$ cat config.mk
export PLATFORM = sky130hd
export DESIGN_NAME = audio_ser_top
export DESIGN_NICKNAME = d
export VERILOG_FILES = /design/src/rtl/audio_ser_pkg.sv /design/src/rtl/ser_strap_latch.sv /design/src/rtl/ser_frame_track.sv /design/src/rtl/ser_word_store.sv /design/src/rtl/ser_bit_out.sv /design/src/rtl/audio_ser_top.sv
export SDC_FILE = /design/constraint.sdc
export NUM_CORES = 1
export LEC_CHECK = 0
export ABC_AREA = 1
export BUFFER_PORTS_ARGS = -buffer_cell sky130_fd_sc_hd__buf_2
export CAP_MARGIN = 20
export CELL_PAD_IN_SITES_DETAIL_PLACEMENT = 1
export CELL_PAD_IN_SITES_GLOBAL_PLACEMENT = 2
export CORE_MARGIN = 1
export CORE_UTILIZATION = 30
export CTS_CLUSTER_SIZE = 16
export DETAILED_ROUTE_END_ITERATION = 10
export GPL_TIMING_DRIVEN = 0
export PLACE_DENSITY_LB_ADDON = 0.1
export SLEW_MARGIN = 20
export SYNTH_ARGS = -nofsm -noshare
export SYNTH_HDL_FRONTEND = slang
export SYNTH_SLANG_ARGS = --single-unit
$ cat constraint.sdc
create_clock -name clk -period 3.95 [get_ports clk]
set_clock_uncertainty 0.05 [all_clocks]
set_input_delay 0.1975 -clock clk [delete_from_list [all_inputs] [get_ports clk]]
set_output_delay 0.1975 -clock clk [all_outputs]
set_load 0.1 [all_outputs]
$ cat src/rtl/audio_ser_pkg.sv
package audio_ser_pkg;

    typedef enum logic {
        FMT_LJ  = 1'b0,
        FMT_I2S = 1'b1
    } fmt_e;

    typedef enum logic {
        CH_LEFT  = 1'b0,
        CH_RIGHT = 1'b1
    } chan_e;

    // Channel that a given word-select level denotes under a format.
    function automatic chan_e chan_of_level(fmt_e fmt, logic level);
        if (fmt == FMT_I2S)
            return level ? CH_RIGHT : CH_LEFT;
        return level ? CH_LEFT : CH_RIGHT;
    endfunction

    function automatic chan_e other_chan(chan_e ch);
        return (ch == CH_LEFT) ? CH_RIGHT : CH_LEFT;
    endfunction

endpackage

$ cat src/rtl/ser_strap_latch.sv
module ser_strap_latch
    import audio_ser_pkg::*;
#(
    parameter int STRAP_DLY = 8
) (
    input  logic clk,
    input  logic rst,
    input  logic strap_i,
    output fmt_e fmt_o,
    output logic active_o
);
    localparam int CW = $clog2(STRAP_DLY + 1);

    logic [CW-1:0] wait_q;

    always_ff @(posedge clk) begin
        if (rst) begin
            wait_q   <= '0;
            active_o <= 1'b0;
            fmt_o    <= FMT_LJ;
        end else if (!active_o) begin
            if (wait_q == CW'(STRAP_DLY - 1)) begin
                active_o <= 1'b1;
                fmt_o    <= fmt_e'(strap_i);
            end else begin
                wait_q <= wait_q + 1'b1;
            end
        end
    end
endmodule

$ cat src/rtl/ser_frame_track.sv
module ser_frame_track
    import audio_ser_pkg::*;
#(
    parameter int SLOT_BITS = 32,
    parameter int PW        = $clog2(SLOT_BITS)
) (
    input  logic          clk,
    input  logic          rst,
    input  logic          active_i,
    input  fmt_e          fmt_i,
    input  logic          fall_i,
    input  logic          lrck_i,
    output logic          adv_o,
    output logic [PW-1:0] nxt_pos_o,
    output chan_e         nxt_ch_o,
    output logic          left_start_o
);
    localparam logic [PW-1:0] LAST = PW'(SLOT_BITS - 1);

    logic          prev_q;
    logic [PW-1:0] pos_q;
    chan_e         ch_q;
    logic          ws_edge;

    assign adv_o   = active_i && fall_i;
    assign ws_edge = (lrck_i != prev_q);

    always_comb begin
        nxt_pos_o = pos_q;
        nxt_ch_o  = ch_q;
        if (adv_o) begin
            if (ws_edge) begin
                nxt_pos_o = '0;
                nxt_ch_o  = chan_of_level(fmt_i, lrck_i);
            end else if (pos_q == LAST) begin
                nxt_pos_o = '0;
                nxt_ch_o  = other_chan(ch_q);
            end else begin
                nxt_pos_o = pos_q + 1'b1;
            end
        end
    end

    assign left_start_o = adv_o && (nxt_pos_o == '0) && (nxt_ch_o == CH_LEFT);

    always_ff @(posedge clk) begin
        if (rst) begin
            prev_q <= lrck_i;
            pos_q  <= LAST;
            ch_q   <= CH_RIGHT;
        end else begin
            if (!active_i || fall_i)
                prev_q <= lrck_i;
            pos_q <= nxt_pos_o;
            ch_q  <= nxt_ch_o;
        end
    end
endmodule

$ cat src/rtl/ser_word_store.sv
module ser_word_store
    import audio_ser_pkg::*;
#(
    parameter int SAMPLE_W = 24
) (
    input  logic                clk,
    input  logic                rst,
    input  logic                load_i,
    input  chan_e               ch_i,
    input  logic [SAMPLE_W-1:0] left_i,
    input  logic [SAMPLE_W-1:0] right_i,
    output logic [SAMPLE_W-1:0] word_o,
    output logic                req_o
);
    logic [SAMPLE_W-1:0] left_q, right_q;

    always_ff @(posedge clk) begin
        if (rst) begin
            left_q  <= '0;
            right_q <= '0;
            req_o   <= 1'b0;
        end else begin
            req_o <= load_i;
            if (load_i) begin
                left_q  <= left_i;
                right_q <= right_i;
            end
        end
    end

    // The slot being entered may need the pair arriving this very cycle.
    always_comb begin
        if (load_i)
            word_o = (ch_i == CH_LEFT) ? left_i : right_i;
        else
            word_o = (ch_i == CH_LEFT) ? left_q : right_q;
    end
endmodule

$ cat src/rtl/ser_bit_out.sv
module ser_bit_out
    import audio_ser_pkg::*;
#(
    parameter int SAMPLE_W = 24,
    parameter int PW       = 5
) (
    input  logic                clk,
    input  logic                rst,
    input  logic                active_i,
    input  logic                adv_i,
    input  fmt_e                fmt_i,
    input  logic [PW-1:0]       pos_i,
    input  logic [SAMPLE_W-1:0] word_i,
    output logic                sd_o,
    output logic                sd_oe_o
);
    logic [PW:0]         lead;
    logic [PW:0]         pos_ext;
    logic [PW:0]         rel;
    logic [SAMPLE_W-1:0] shifted;
    logic                bit_nxt;

    assign lead    = (fmt_i == FMT_I2S) ? (PW+1)'(1) : '0;
    assign pos_ext = {1'b0, pos_i};
    assign rel     = pos_ext - lead;
    assign shifted = word_i << rel;

    always_comb begin
        if (pos_ext < lead || rel >= (PW+1)'(SAMPLE_W))
            bit_nxt = 1'b0;
        else
            bit_nxt = shifted[SAMPLE_W-1];
    end

    always_ff @(posedge clk) begin
        if (rst)
            sd_o <= 1'b0;
        else if (adv_i)
            sd_o <= bit_nxt;
    end

    assign sd_oe_o = active_i;
endmodule

$ cat src/rtl/audio_ser_top.sv
module audio_ser_top
    import audio_ser_pkg::*;
#(
    parameter int SAMPLE_W  = 24,
    parameter int SLOT_BITS = 32,
    parameter int STRAP_DLY = 8
) (
    input  logic                clk,
    input  logic                rst,
    input  logic                strap_i,
    input  logic                sclk_fall_i,
    input  logic                lrck_i,
    input  logic [SAMPLE_W-1:0] left_i,
    input  logic [SAMPLE_W-1:0] right_i,
    output logic                sd_o,
    output logic                sd_oe_o,
    output logic                req_o
);
    localparam int PW = $clog2(SLOT_BITS);

    fmt_e                fmt;
    logic                active;
    logic                adv;
    logic [PW-1:0]       nxt_pos;
    chan_e               nxt_ch;
    logic                left_start;
    logic [SAMPLE_W-1:0] word;

    ser_strap_latch #(.STRAP_DLY(STRAP_DLY)) strap_i0 (
        .clk(clk), .rst(rst), .strap_i(strap_i),
        .fmt_o(fmt), .active_o(active)
    );

    ser_frame_track #(.SLOT_BITS(SLOT_BITS), .PW(PW)) track_i0 (
        .clk(clk), .rst(rst), .active_i(active), .fmt_i(fmt),
        .fall_i(sclk_fall_i), .lrck_i(lrck_i), .adv_o(adv),
        .nxt_pos_o(nxt_pos), .nxt_ch_o(nxt_ch), .left_start_o(left_start)
    );

    ser_word_store #(.SAMPLE_W(SAMPLE_W)) store_i0 (
        .clk(clk), .rst(rst), .load_i(left_start), .ch_i(nxt_ch),
        .left_i(left_i), .right_i(right_i), .word_o(word), .req_o(req_o)
    );

    ser_bit_out #(.SAMPLE_W(SAMPLE_W), .PW(PW)) out_i0 (
        .clk(clk), .rst(rst), .active_i(active), .adv_i(adv), .fmt_i(fmt),
        .pos_i(nxt_pos), .word_i(word), .sd_o(sd_o), .sd_oe_o(sd_oe_o)
    );
endmodule

======== Word level (Yosys, flattened, before mapping) ========
Index checks and enable logic that the tools add are counted.
cells by class
  $add $sub $neg .......................... 3
  order comparisons ....................... 2
  equality and inequality tests ........... 3
  shift operators ......................... 1
  mux-type cells .......................... 23
  bitwise gates (word level) .............. 3
  reduce and logical (&&, ||, !) cells .... 10
operators with widths
  operator                                                           number
  two-way mux 24 bit                                                 3
  << shifter 24 x 6 -> 24 bit                                        1
  two-way mux 1 bit                                                  17
  two-way mux 5 bit                                                  3
  greater-or-equal comparator 6 x 5 -> 1 bit, second input constant  1
  less-than comparator 5 x 6 -> 1 bit                                1
  subtractor 5 x 6 -> 6 bit                                          1
  adder 5 x 1 -> 5 bit, second input constant                        1
  equality test 5 bit, second input constant                         1
  logical NOT 5 bit                                                  1
  adder 4 x 1 -> 4 bit, second input constant                        1
  equality test 4 x 3 -> 1 bit, second input constant                1
  AND reduction 2 bit                                                2
  logical AND 1 bit                                                  3
  NOT 1 bit                                                          3
  logical OR 1 bit                                                   2
  nonzero test 2 bit                                                 1
  logical NOT 1 bit                                                  1
  != test 1 bit                                                      1
storage, ports and cells
  register bits after elaboration ......... 63
  output and inout port bits .............. 3

======== Logic depth before layout (Yosys ltp) ========
Gate-level depths: netlist of the first run.
  word-level depth ........................ 11
  mapped depth ............................ 24
  depth with buffers taken out ............ 23

======== Modules after synthesis ========
From an unflattened synthesis of the first run, not the netlist that was laid out.
second synthesis, totals
  cells, all modules ...................... 711
  area total of the unflattened synthesis .. 4,096.4 um^2
by module, submodules not included
  module           times used  cells each  area each (um^2)
  ser_word_store   1           490         2,880.3
  ser_frame_track  1           83          489.2
  ser_bit_out      1           100         456.7
  ser_strap_latch  1           38          270.3

======== Worst setup path before layout of the first run ========
No wires, ideal clock.
  path type ............................... register to register
  start point ............................. register strap_i0.active_o
  end point ............................... register out_i0.sd_o
  library setup time ...................... 0.131 ns
  arrival time ............................ 2.964 ns
  required time ........................... 3.769 ns
  path slack .............................. 0.805 ns
  stages on the path, launching flop included .. 19
  buffers on the path ..................... 2
  path through ............................ dfxtp_1 nand2_4 nor2_1 nand2_1 nor2_1 a21oi_1 ha_1 clkbuf_1 inv_1 clkbuf_1 nand3_1 nand2_1 nand2_1 nand3_1 nand3_1 nand3_1 nand2_1 nand2_1 a21oi_2
on the way
  longest elaborated chain between the ends .. 8
  elaborated cells on any way between the ends .. 16
  classes of those cells .................. add/sub: 1; order compare: 2; shift: 1; mux: 6; bitwise: 1; reduce/logical: 5
ends and longest elaborated chain
  what                                                                               line                   text
  from (decl)                                                                        ser_strap_latch.sv:10  output logic active_o
  from (signal assigned)                                                             ser_strap_latch.sv:19  active_o <= 1'b0;
  from (signal assigned)                                                             ser_strap_latch.sv:23  active_o <= 1'b1;
  logical AND 1 bit (*)                                                              ser_frame_track.sv:25  assign adv_o = active_i && fall_i;
  parallel branches: the longest is 7 deep, another holds subtractor 5 x 6 -> 6 bit  -
  to (signal assigned)                                                               ser_bit_out.sv:39      sd_o <= bit_nxt;
  to (decl)                                                                          ser_bit_out.sv:14      output logic sd_o,
Every way passes the cells marked *.
A chain may end at the register's enable or synchronous reset.

======== Worst setup path in the final report of the first run ========
  start point ............................. register track_i0.pos_q[0]
  end point ............................... register out_i0.sd_o
on the way
  longest elaborated chain between the ends .. 10
  elaborated cells on any way between the ends .. 21
  classes of those cells .................. add/sub: 2; order compare: 2; eq/ne: 1; shift: 1; mux: 10; bitwise: 1; reduce/logical: 4
ends and longest elaborated chain
  what                                                                               line                   text
  from (decl)                                                                        ser_frame_track.sv:21  logic [PW-1:0] pos_q;
  from (signal assigned)                                                             ser_frame_track.sv:54  pos_q <= nxt_pos_o;
  parallel branches: the longest is 9 deep, another holds subtractor 5 x 6 -> 6 bit  -
  two-way mux 1 bit (*)                                                              ser_bit_out.sv:29      if (pos_ext < lead || rel >= (PW+1)'(SAMPLE_W))
Marked as above.

==> results of run 1 <==
[power groups by stage]
stage | Sequential (mW) | Combinational (mW) | Clock [mW]
global route | 0.645 | 0.0912 | 0.575
global placement | 0.659 | 0.0790 | 0
detailed placement | 0.659 | 0.0815 | 0
finish | 0.644 | 0.0802 | 0.534
floorplan | 0.659 | 0.0372 | 0
CTS | 0.644 | 0.0819 | 0.546
[layer usage]
layer,share of wire,wire (um)
met5,0,0
met4,0.016,184
met3,0.023,260
met2,0.46,5270
met1,0.50,5740
[worst paths after layout]
kind | slack [ns] | from | end
max | 0.34 | track_i0.pos_q[0] | out_i0.sd_o
min | 0.04 | right_i[16] | store_i0.right_q[16]
max reg2reg | 0.34 | track_i0.pos_q[0] | out_i0.sd_o
min reg2reg | 0.41 | store_i0.right_q[4] | store_i0.right_q[4]
[cells in the final DEF, fill, tap and decap left out, types with 2 or more instances in the layout]
master      n
clkbuf_8   11
clkbuf_1   12
buf_6       3
buf_2      63
nand2_4     4
nand4_1     2
nor2_1     62
mux2i_1     2
o21ai_0    41
dfxtp_1    62
nand3_1    59
o211a_1     2
o211ai_1    3
ha_1        5
nand2_2     4
a21oi_4     2
a21oi_1    26
nand2_1   136
and3_1      2
nand3b_1    4
clkinv_2    2
buf_4       3
inv_1      41
inv_2       2
xor2_1      3
[state kept, by name, summed over array words and instances, names as in the netlist]
| name | count |
|---|---|
| track_i0.pos_q | 5 |
| track_i0.ch_q | 1 |
| store_i0.left_q | 24 |
| store_i0.req_o | 1 |
| out_i0.sd_o | 1 |
| strap_i0.fmt_o | 1 |
| track_i0.prev_q | 1 |
| store_i0.right_q | 24 |
| strap_i0.wait_q | 4 |
| strap_i0.active_o | 1 |
[metrics by stage]
step,cells,hold WS (ns),area (sq um),power (mW),util
6_report,712,0.0364,4000,1.26,0.367
4_1_cts,712,0.0327,4000,1.27,0.367
2_1_floorplan,501,0.217,3370,0.696,-
5_1_grt,712,0.0452,4000,1.31,0.367
3_3_place_gp,696,0.394,3820,0.738,0.351
3_5_place_dp,696,0.397,3820,0.741,0.351
[cell usage after synthesis (2+ instances only)]
cell and count:
buf_2 8, o211ai_1 3, clkbuf_1 10, buf_6 3, nand2_4 4, a21oi_4 2
nand4_1 2, mux2i_1 2, a21oi_1 26, nand2_1 136, nand3b_1 4, xor2_1 3
nand3_1 59, o211a_1 2, dfxtp_1 62, buf_4 3, ha_1 5, inv_2 2
and3_1 2, nor2_1 62, o21ai_0 41, nand2_2 4, inv_1 41
[cell families (layout without fill, tap and decap cells)]
logic type      after synthesis  after routing
buf+inv                      69            140
simple gates                279            279
mux                           2              2
compound gates               80             80
xor+xnor                      3              3
fa+ha+maj                     5              5
flops                        63             63
[area by class of cell]
type / count / area [sq um]
fill: 1431 / 6890
clock buffer: 13 / 159
clock inverter: 3 / 17.5
buffer: 25 / 138
timing repair buffer: 55 / 275
multi-input combinational: 369 / 1790
sequential: 63 / 1270
tap: 140 / 175
inverter: 44 / 170
[worst max-delay path, delay by kind of cell, from the launching register on]
family,cells,cell delay (ns)
compound gates,2,0.29
fa+ha+maj,3,0.71
simple gates,11,1.17
buf+inv,3,0.89
flops,1,0.45
==> reports/results.ini, run 1 <==
[yosys]
ys_seq_elements=63
syn_inst=501
synth_top_area_frac=0.368
synth_top_family_by_area=simple AND/OR/NAND/NOR gates
yosys.area.top_type=dfxtp_1
synth_ff_type=dfxtp_1
post_synth_instance_area_sq_um=3370
synth_compound_area_frac=0.139
synth-edff-count=1
ys_warn_count=0
ys_async_sr_fraction=0
post_synth_xor_area_fraction=0.00780
synthAdderAreaFrac=0.0186
ys_types=38
synthSimpleGateAreaFrac=0.360
synth_area_leaders=dfxtp_1 37%, nand2_1 15%, nand3_1 8.8%
syn_area_per_cell_sq_um=6.72
syn-num-nets=559
synth_mux_area_frac=0.00594
ys_seq_area_frac=0.377

[timing]
setup_viol=0
tightest_slew_ns=0.653
final_hold_viol_count=0
slew_violations=0
slew_headroom=0.565
finalCritPeriodShare=0.915
tns_ns=0
max_clock_freq_mhz=277
layout_setup_ws_ns=0.336
rsz0062_at_grt=false
finalCriticalPeriod_ns=3.61

[clocking]
cts-root-buf=clkbuf_8
cts_setup_buffers=0
htree_levels=3
cts_buffer_depth=2
cts_tree=built
hold_buffers=0
cts_resized=0
cts_inserted_buffers=9
clock_latency_ns=0.36
path_clk_slew_ns=0.08
clkSinkCount=63

[global_routing]
grt_usage=0.212
overflow=0
use_met2=0.347
use_met3=0.0307
antenna_found_initial=0
grt_max_degree=11
busiest_layer=met2
grt_util_met1=0.283
grt_pass1_vias=3523
grt_pass1_wl_um=18500

[worst_setup_path]
end_kind=register
path_class=register to register
crit_top_cell=nand3_1
worstRegToRegCells=19
critPathRequiredTime_ns=4.19
start_kind=register
max_stage_delay_ns=0.51
path_cells=ha_1, and3_1, ha_1, nor2_1, nand2_1, nor2_1, a21oi_1, ha_1, clkbuf_1, inv_1, clkbuf_1, nand3_1, nand3_1, nand3_1, nand3_1, nand3_1, nand2_1, nand2_1, a21oi_2
arrival_ns=3.85
crit_slowest_cell=clkbuf_1
cp_max_fo=10

[drt]
wl_per_cell_um=16.1
vias=3465
first_pass_iters=4
postRouteAntennaNets=0
drc=0
avgViaCountPerCell=4.87
drt_iter0_drc=88
wl_um=11500

[hold_path]
min_path_type=input port to register
hold_depth=3

[placement]
dp_hpwl_um=8640
gp_congestion=0.778
place_ws_ns=0.346
io_buffers=55

[floorplanning]
start_util=0.309
io_pins=56
core_area_sq_um=10900
dieHeight_um=108
fp-row-count=38
dieWidth_um=108
design.die.area_sq_um=11700

[pwr]
combPwrFrac=0.064
p_clk_frac=0.425
vdd_drop_max_uv=134
sw_frac_of_total=0.257
pwr_density_cell_nw_per_um2=315
seqPwrFrac=0.512
power_switching_mw=0.324
leakage_nw=1.81
p_int_mw=0.935

[run_status]
status=finished, final reports clean

[final_layout]
num_antenna_cells=0
layout-drive-gt1-share=0.180
area_growth_pct=18.6
fin_nets=625

[flow_run]
drv_cap=0

Note: power is estimated with default switching activity, not from simulation.
==> run 2, diff against run 1 <==
--- a/config.mk
+++ b/config.mk
@@ -16,6 +16,7 @@
 export DETAILED_ROUTE_END_ITERATION = 10
 export GPL_TIMING_DRIVEN = 0
 export PLACE_DENSITY_LB_ADDON = 0.1
+export RECOVER_POWER = 25
 export SLEW_MARGIN = 20
 export SYNTH_ARGS = -nofsm -noshare
 export SYNTH_HDL_FRONTEND = slang
==> run 2 against run 1 <==
Global-route usage did not move. Die area stayed put. Fmax grew 1.5%. Setup slack better by 0.055 ns. Count of clock-buffer cells in the layout stayed put. Critical path type unchanged. Largest cell class unchanged. Largest power group unchanged.
==> reports/results.ini, run 2 (synthesized netlist as in run 1, its figures left out) <==
[hold_path]
hold_start=right_i[16]
hold_depth=3
hold_end=store_i0.right_q[16]
min_path_type=input port to register

[floorplanning]
dieHeight_um=108
io_pins=56
core_area_sq_um=10900
start_util=0.309
fp-row-count=38
dieWidth_um=108
design.die.area_sq_um=11700

[drt]
vias=3459
wl_um=11500
postRouteAntennaNets=0
wl_per_cell_um=16.1
avgViaCountPerCell=4.86
first_pass_iters=4
drt_iter0_drc=88
drc=0

[timing]
tightest_slew_ns=1.17
max_clock_freq_mhz=281
rsz0062_at_grt=false
finalCritPeriodShare=0.901
layout_setup_ws_ns=0.391
tns_ns=0
slew_headroom=0.223
final_hold_viol_count=0
finalCriticalPeriod_ns=3.56
slew_violations=0
fin_hold_ws_ns=0.0361
setup_viol=0

[global_routing]
grt_max_degree=11
grt_pass1_vias=3523
grt_usage=0.212
grt_pass1_wl_um=18500
overflow=0
antenna_found_initial=0

[placement]
io_buffers=55
gp_congestion=0.778
place_ws_ns=0.346
dp_hpwl_um=8640

[pwr]
pwr_density_cell_nw_per_um2=317
seqPwrFrac=0.512
vdd_drop_max_uv=134
combPwrFrac=0.063
leakage_nw=1.79
sw_frac_of_total=0.257
p_clk_frac=0.425
power_switching_mw=0.324
p_int_mw=0.934

[final_layout]
num_antenna_cells=0
final_cell_mix=138 x nand2_1, 62 x nor2_1, 62 x dfxtp_1
area_growth_pct=18.0
reg.largest.list=store_i0.left_q: 24 flops, store_i0.right_q: 24 flops, track_i0.pos_q: 5 flops
layout_commonest_cell=nand2_1
fin_nets=625
layout-drive-gt1-share=0.168

[worst_setup_path]
critPathRequiredTime_ns=4.19
worstRegToRegCells=19
r2r-start=track_i0.pos_q[0]
path_cells=ha_1, and3_1, ha_1, nor2_1, nand2_1, nor2_1, a21oi_1, ha_1, clkbuf_1, inv_1, clkbuf_1, nand3_1, nand3_1, nand3_1, nand3_1, nand3_1, nand2_1, nand2_1, a21oi_2
reg2reg_to=out_i0.sd_o
end_kind=register
start_kind=register
crit_top_cell=nand3_1
r2r_setup_slack_ns=0.39
arrival_ns=3.80
crit_slowest_cell=clkbuf_1
max_stage_delay_ns=0.52
path_class=register to register
cp_max_fo=10

[clocking]
cts_setup_buffers=0
htree_levels=3
path_clk_slew_ns=0.08
clkSinkCount=63
clock_latency_ns=0.36
hold_buffers=0
cts_tree=built
cts_buffer_depth=2
cts_inserted_buffers=9
cts-root-buf=clkbuf_8
cts_resized=0

[run_status]
status=finished, final reports clean

[flow_run]
drv_cap=0

-- run 2: cell count changes in the layout (fill, tap and decap cells not counted), sizes merged --
cell,before,now
clkbuf,23,27
buf,70,66
-- run 2: layout make-up --
cell class	count	area (sq um)
fill	1435	6910
sequential	63	1270
tap	140	175
clock buffer	13	159
inverter	44	170
clock inverter	3	17.5
buffer	25	138
multi-input combinational	369	1770
timing repair buffer	55	270
-- run 2: critical path, delay by kind of cell, from the launching register on --
kind,cells,cell delay [ns]
adder cells (fa/ha/maj),3,0.76
flip-flops,1,0.37
AO/OA/AOI/OAI,2,0.18
buffers and inverters,3,0.90
AND/OR/NAND/NOR,11,1.24
-- run 2: worst max-delay path by stage --
stage	start	cells past startpoint	end
floorplan	strap_i0.active_o	18	out_i0.sd_o
global placement	track_i0.pos_q[0]	19	out_i0.sd_o
detailed placement	track_i0.pos_q[0]	19	out_i0.sd_o
CTS	track_i0.pos_q[0]	19	out_i0.sd_o
global route	track_i0.pos_q[0]	19	out_i0.sd_o
finish	track_i0.pos_q[0]	19	out_i0.sd_o
-- run 2: power groups by stage --
stage | Sequential (mW) | Clock, mW | Combinational [mW]
after global placement | 0.659 | 0 | 0.0790
final | 0.644 | 0.535 | 0.0790
after detailed placement | 0.659 | 0 | 0.0815
after CTS | 0.644 | 0.546 | 0.0819
after global routing | 0.645 | 0.575 | 0.0903
after floorplan | 0.659 | 0 | 0.0372
-- run 2: per-layer routing --
layer  up-vias  GRT usage  wire [um]
met3        13     0.0307        257
met2        54      0.347       5260
li1       1747          -          -
met5         -          0          0
met4         0     0.0763        184
met1      1645      0.283       5760
-- run 2: per-stage QoR --
step	std cells	power, mW	util	cell area, sq um
6_report	712	1.26	0.365	3970
5_1_grt	712	1.31	0.365	3970
3_5_place_dp	696	0.741	0.351	3820
4_1_cts	712	1.27	0.367	4000
3_3_place_gp	696	0.738	0.351	3820
2_1_floorplan	501	0.696	-	3370
==> run 3, diff against run 2 <==
--- a/config.mk
+++ b/config.mk
@@ -9,11 +9,12 @@
 export BUFFER_PORTS_ARGS = -buffer_cell sky130_fd_sc_hd__buf_2
 export CAP_MARGIN = 20
 export CELL_PAD_IN_SITES_DETAIL_PLACEMENT = 1
-export CELL_PAD_IN_SITES_GLOBAL_PLACEMENT = 2
+export CELL_PAD_IN_SITES_GLOBAL_PLACEMENT = 1
 export CORE_MARGIN = 1
 export CORE_UTILIZATION = 30
 export CTS_CLUSTER_SIZE = 16
 export DETAILED_ROUTE_END_ITERATION = 10
+export GPL_ROUTABILITY_DRIVEN = 0
 export GPL_TIMING_DRIVEN = 0
 export PLACE_DENSITY_LB_ADDON = 0.1
 export RECOVER_POWER = 25
==> run 3 against run 2 <==
Setup slack better by 0.11 ns. Global-route usage is 0.51 points lower. Sequential cell count stayed put. Via count is 0.49% lower. Combinational power hardly changed. Power is 1.3% higher. Non-clock buffer count is 1 lower. Register-to-register slack better by 0.11 ns. Die area stayed put. Sequential power hardly changed. Count of clock-buffer cells in the layout is 4 lower. Critical path depth is 1 lower. Critical path type unchanged. Critical endpoint unchanged. Largest power group unchanged.
==> reports/results.ini, run 3 (synthesized netlist as in run 1, its figures left out) <==
[global_routing]
grt_pass1_wl_um=18000
grt_max_degree=14
grt_pass1_vias=3399
overflow=0
grt_usage=0.207
antenna_found_initial=0

[clocking]
clkSinkCount=63
cts_inserted_buffers=9
cts_tree=built
clock_latency_ns=0.36
path_clk_slew_ns=0.09
cts-root-buf=clkbuf_8
hold_buffers=0
cts_buffer_depth=2
htree_levels=3
cts_resized=0

[floorplanning]
dieHeight_um=108
start_util=0.309
dieWidth_um=108
core_area_sq_um=10900
design.die.area_sq_um=11700
fp-row-count=38
io_pins=56

[drt]
drc=0
drt_iter0_drc=149
postRouteAntennaNets=0
vias=3442
wl_per_cell_um=16.0
wl_um=11300
avgViaCountPerCell=4.84
first_pass_iters=4

[worst_setup_path]
r2r-start=track_i0.pos_q[0]
path_class=register to register
cp_max_fo=11
start_kind=register
r2r_setup_slack_ns=0.50
reg2reg_to=out_i0.sd_o
arrival_ns=3.62
critPathRequiredTime_ns=4.12
worstRegToRegCells=18
end_kind=register

[pwr]
vdd_drop_max_uv=133
power_mw=1.27
pwr_density_cell_nw_per_um2=321
leakage_nw=1.80

[final_layout]
reg.largest.list=store_i0.left_q: 24 flops, store_i0.right_q: 24 flops, track_i0.pos_q: 5 flops
num_antenna_cells=0
postLayoutCellArea_sq_um=3970
instances_no_fill=711
area_growth_pct=17.9
layout_commonest_cell=nand2_1
final_cell_mix=138 x nand2_1, 62 x nor2_1, 62 x dfxtp_1
fin_nets=624
layout-drive-gt1-share=0.172

[timing]
fin_hold_ws_ns=0.0370
max_clock_freq_mhz=290
rsz0062_at_grt=false
tightest_slew_ns=1.16
finalCritPeriodShare=0.874
final_hold_viol_count=0
finalCriticalPeriod_ns=3.45
setup_viol=0
tns_ns=0
slew_violations=0
slew_headroom=0.230

[placement]
dp_hpwl_um=8370
placed_cell_area_sq_um=3820
numPlacedInstances=696
io_buffers=55

[flow_run]
drv_cap=0

[hold_path]
hold_start=right_i[21]
hold_depth=3
min_path_type=input port to register
hold_end=store_i0.right_q[21]

[run_status]
status=finished, final reports clean

## run 3: area by class of cell
| type | count | area (sq um) |
|---|---|---|
| Buffer | 24 | 134 |
| Clock buffer | 9 | 124 |
| Clock inverter | 7 | 55.1 |
| Fill cell | 1443 | 6920 |
| Inverter | 44 | 170 |
| Multi-Input combinational cell | 369 | 1770 |
| Sequential cell | 63 | 1270 |
| Tap cell | 140 | 175 |
| Timing Repair Buffer | 55 | 270 |
## run 3: where the power goes
part	leakage (nW)	internal (mW)	switching, mW
clock network	0.0919	0.236	0.316
registers	0.511	0.640	0.00351
logic	1.19	0.0327	0.0462
## run 3: what timing repair did
action | in CTS | in global routing
endpoints found under the hold margin | 0 | 0
setup buffers | 0 | 0
endpoints found under the setup margin | 0 | 1
## run 3: how the worst max path moves through the flow
stage	endpoint	cells after the start	from	slack (ns)
2_1_floorplan	out_i0.sd_o	18	strap_i0.active_o	0.81
3_5_place_dp	out_i0.sd_o	19	track_i0.pos_q[0]	0.33
6_report	out_i0.sd_o	18	track_i0.pos_q[0]	0.50
4_1_cts	out_i0.sd_o	19	track_i0.pos_q[0]	0.29
3_3_place_gp	out_i0.sd_o	19	track_i0.pos_q[0]	0.40
5_1_grt	out_i0.sd_o	18	track_i0.pos_q[0]	0.21
## run 3: layer usage
layer / vias to the layer above / track usage / wire (um)
met5: - / 0 / 0
met4: 0 / 0.0626 / 161
li1: 1745 / - / -
met2: 65 / 0.338 / 5190
met3: 12 / 0.0319 / 451
met1: 1620 / 0.280 / 5540
## run 3: stage by stage
step	utilization	worst slack (ns)
after floorplan	-	0.805
after global placement	0.351	0.397
after detailed placement	0.351	0.333
after CTS	0.367	0.289
after global routing	0.365	0.213
final	0.365	0.498
## run 3: worst max-delay path: stages (launching register included)
cell and delay (ns):
dfxtp_1 0.37, ha_1 0.25, and3_1 0.20, ha_1 0.24
nor2_1 0.12, nand2_1 0.08, nor2_1 0.10, a21oi_1 0.07
ha_1 0.28, clkbuf_1 0.39, inv_1 0.39, nand3_1 0.22
nand3_1 0.10, nand3_1 0.11, nand3_1 0.08, nand3_1 0.07
nand2_1 0.06, nand2_1 0.07, a21oi_2 0.05
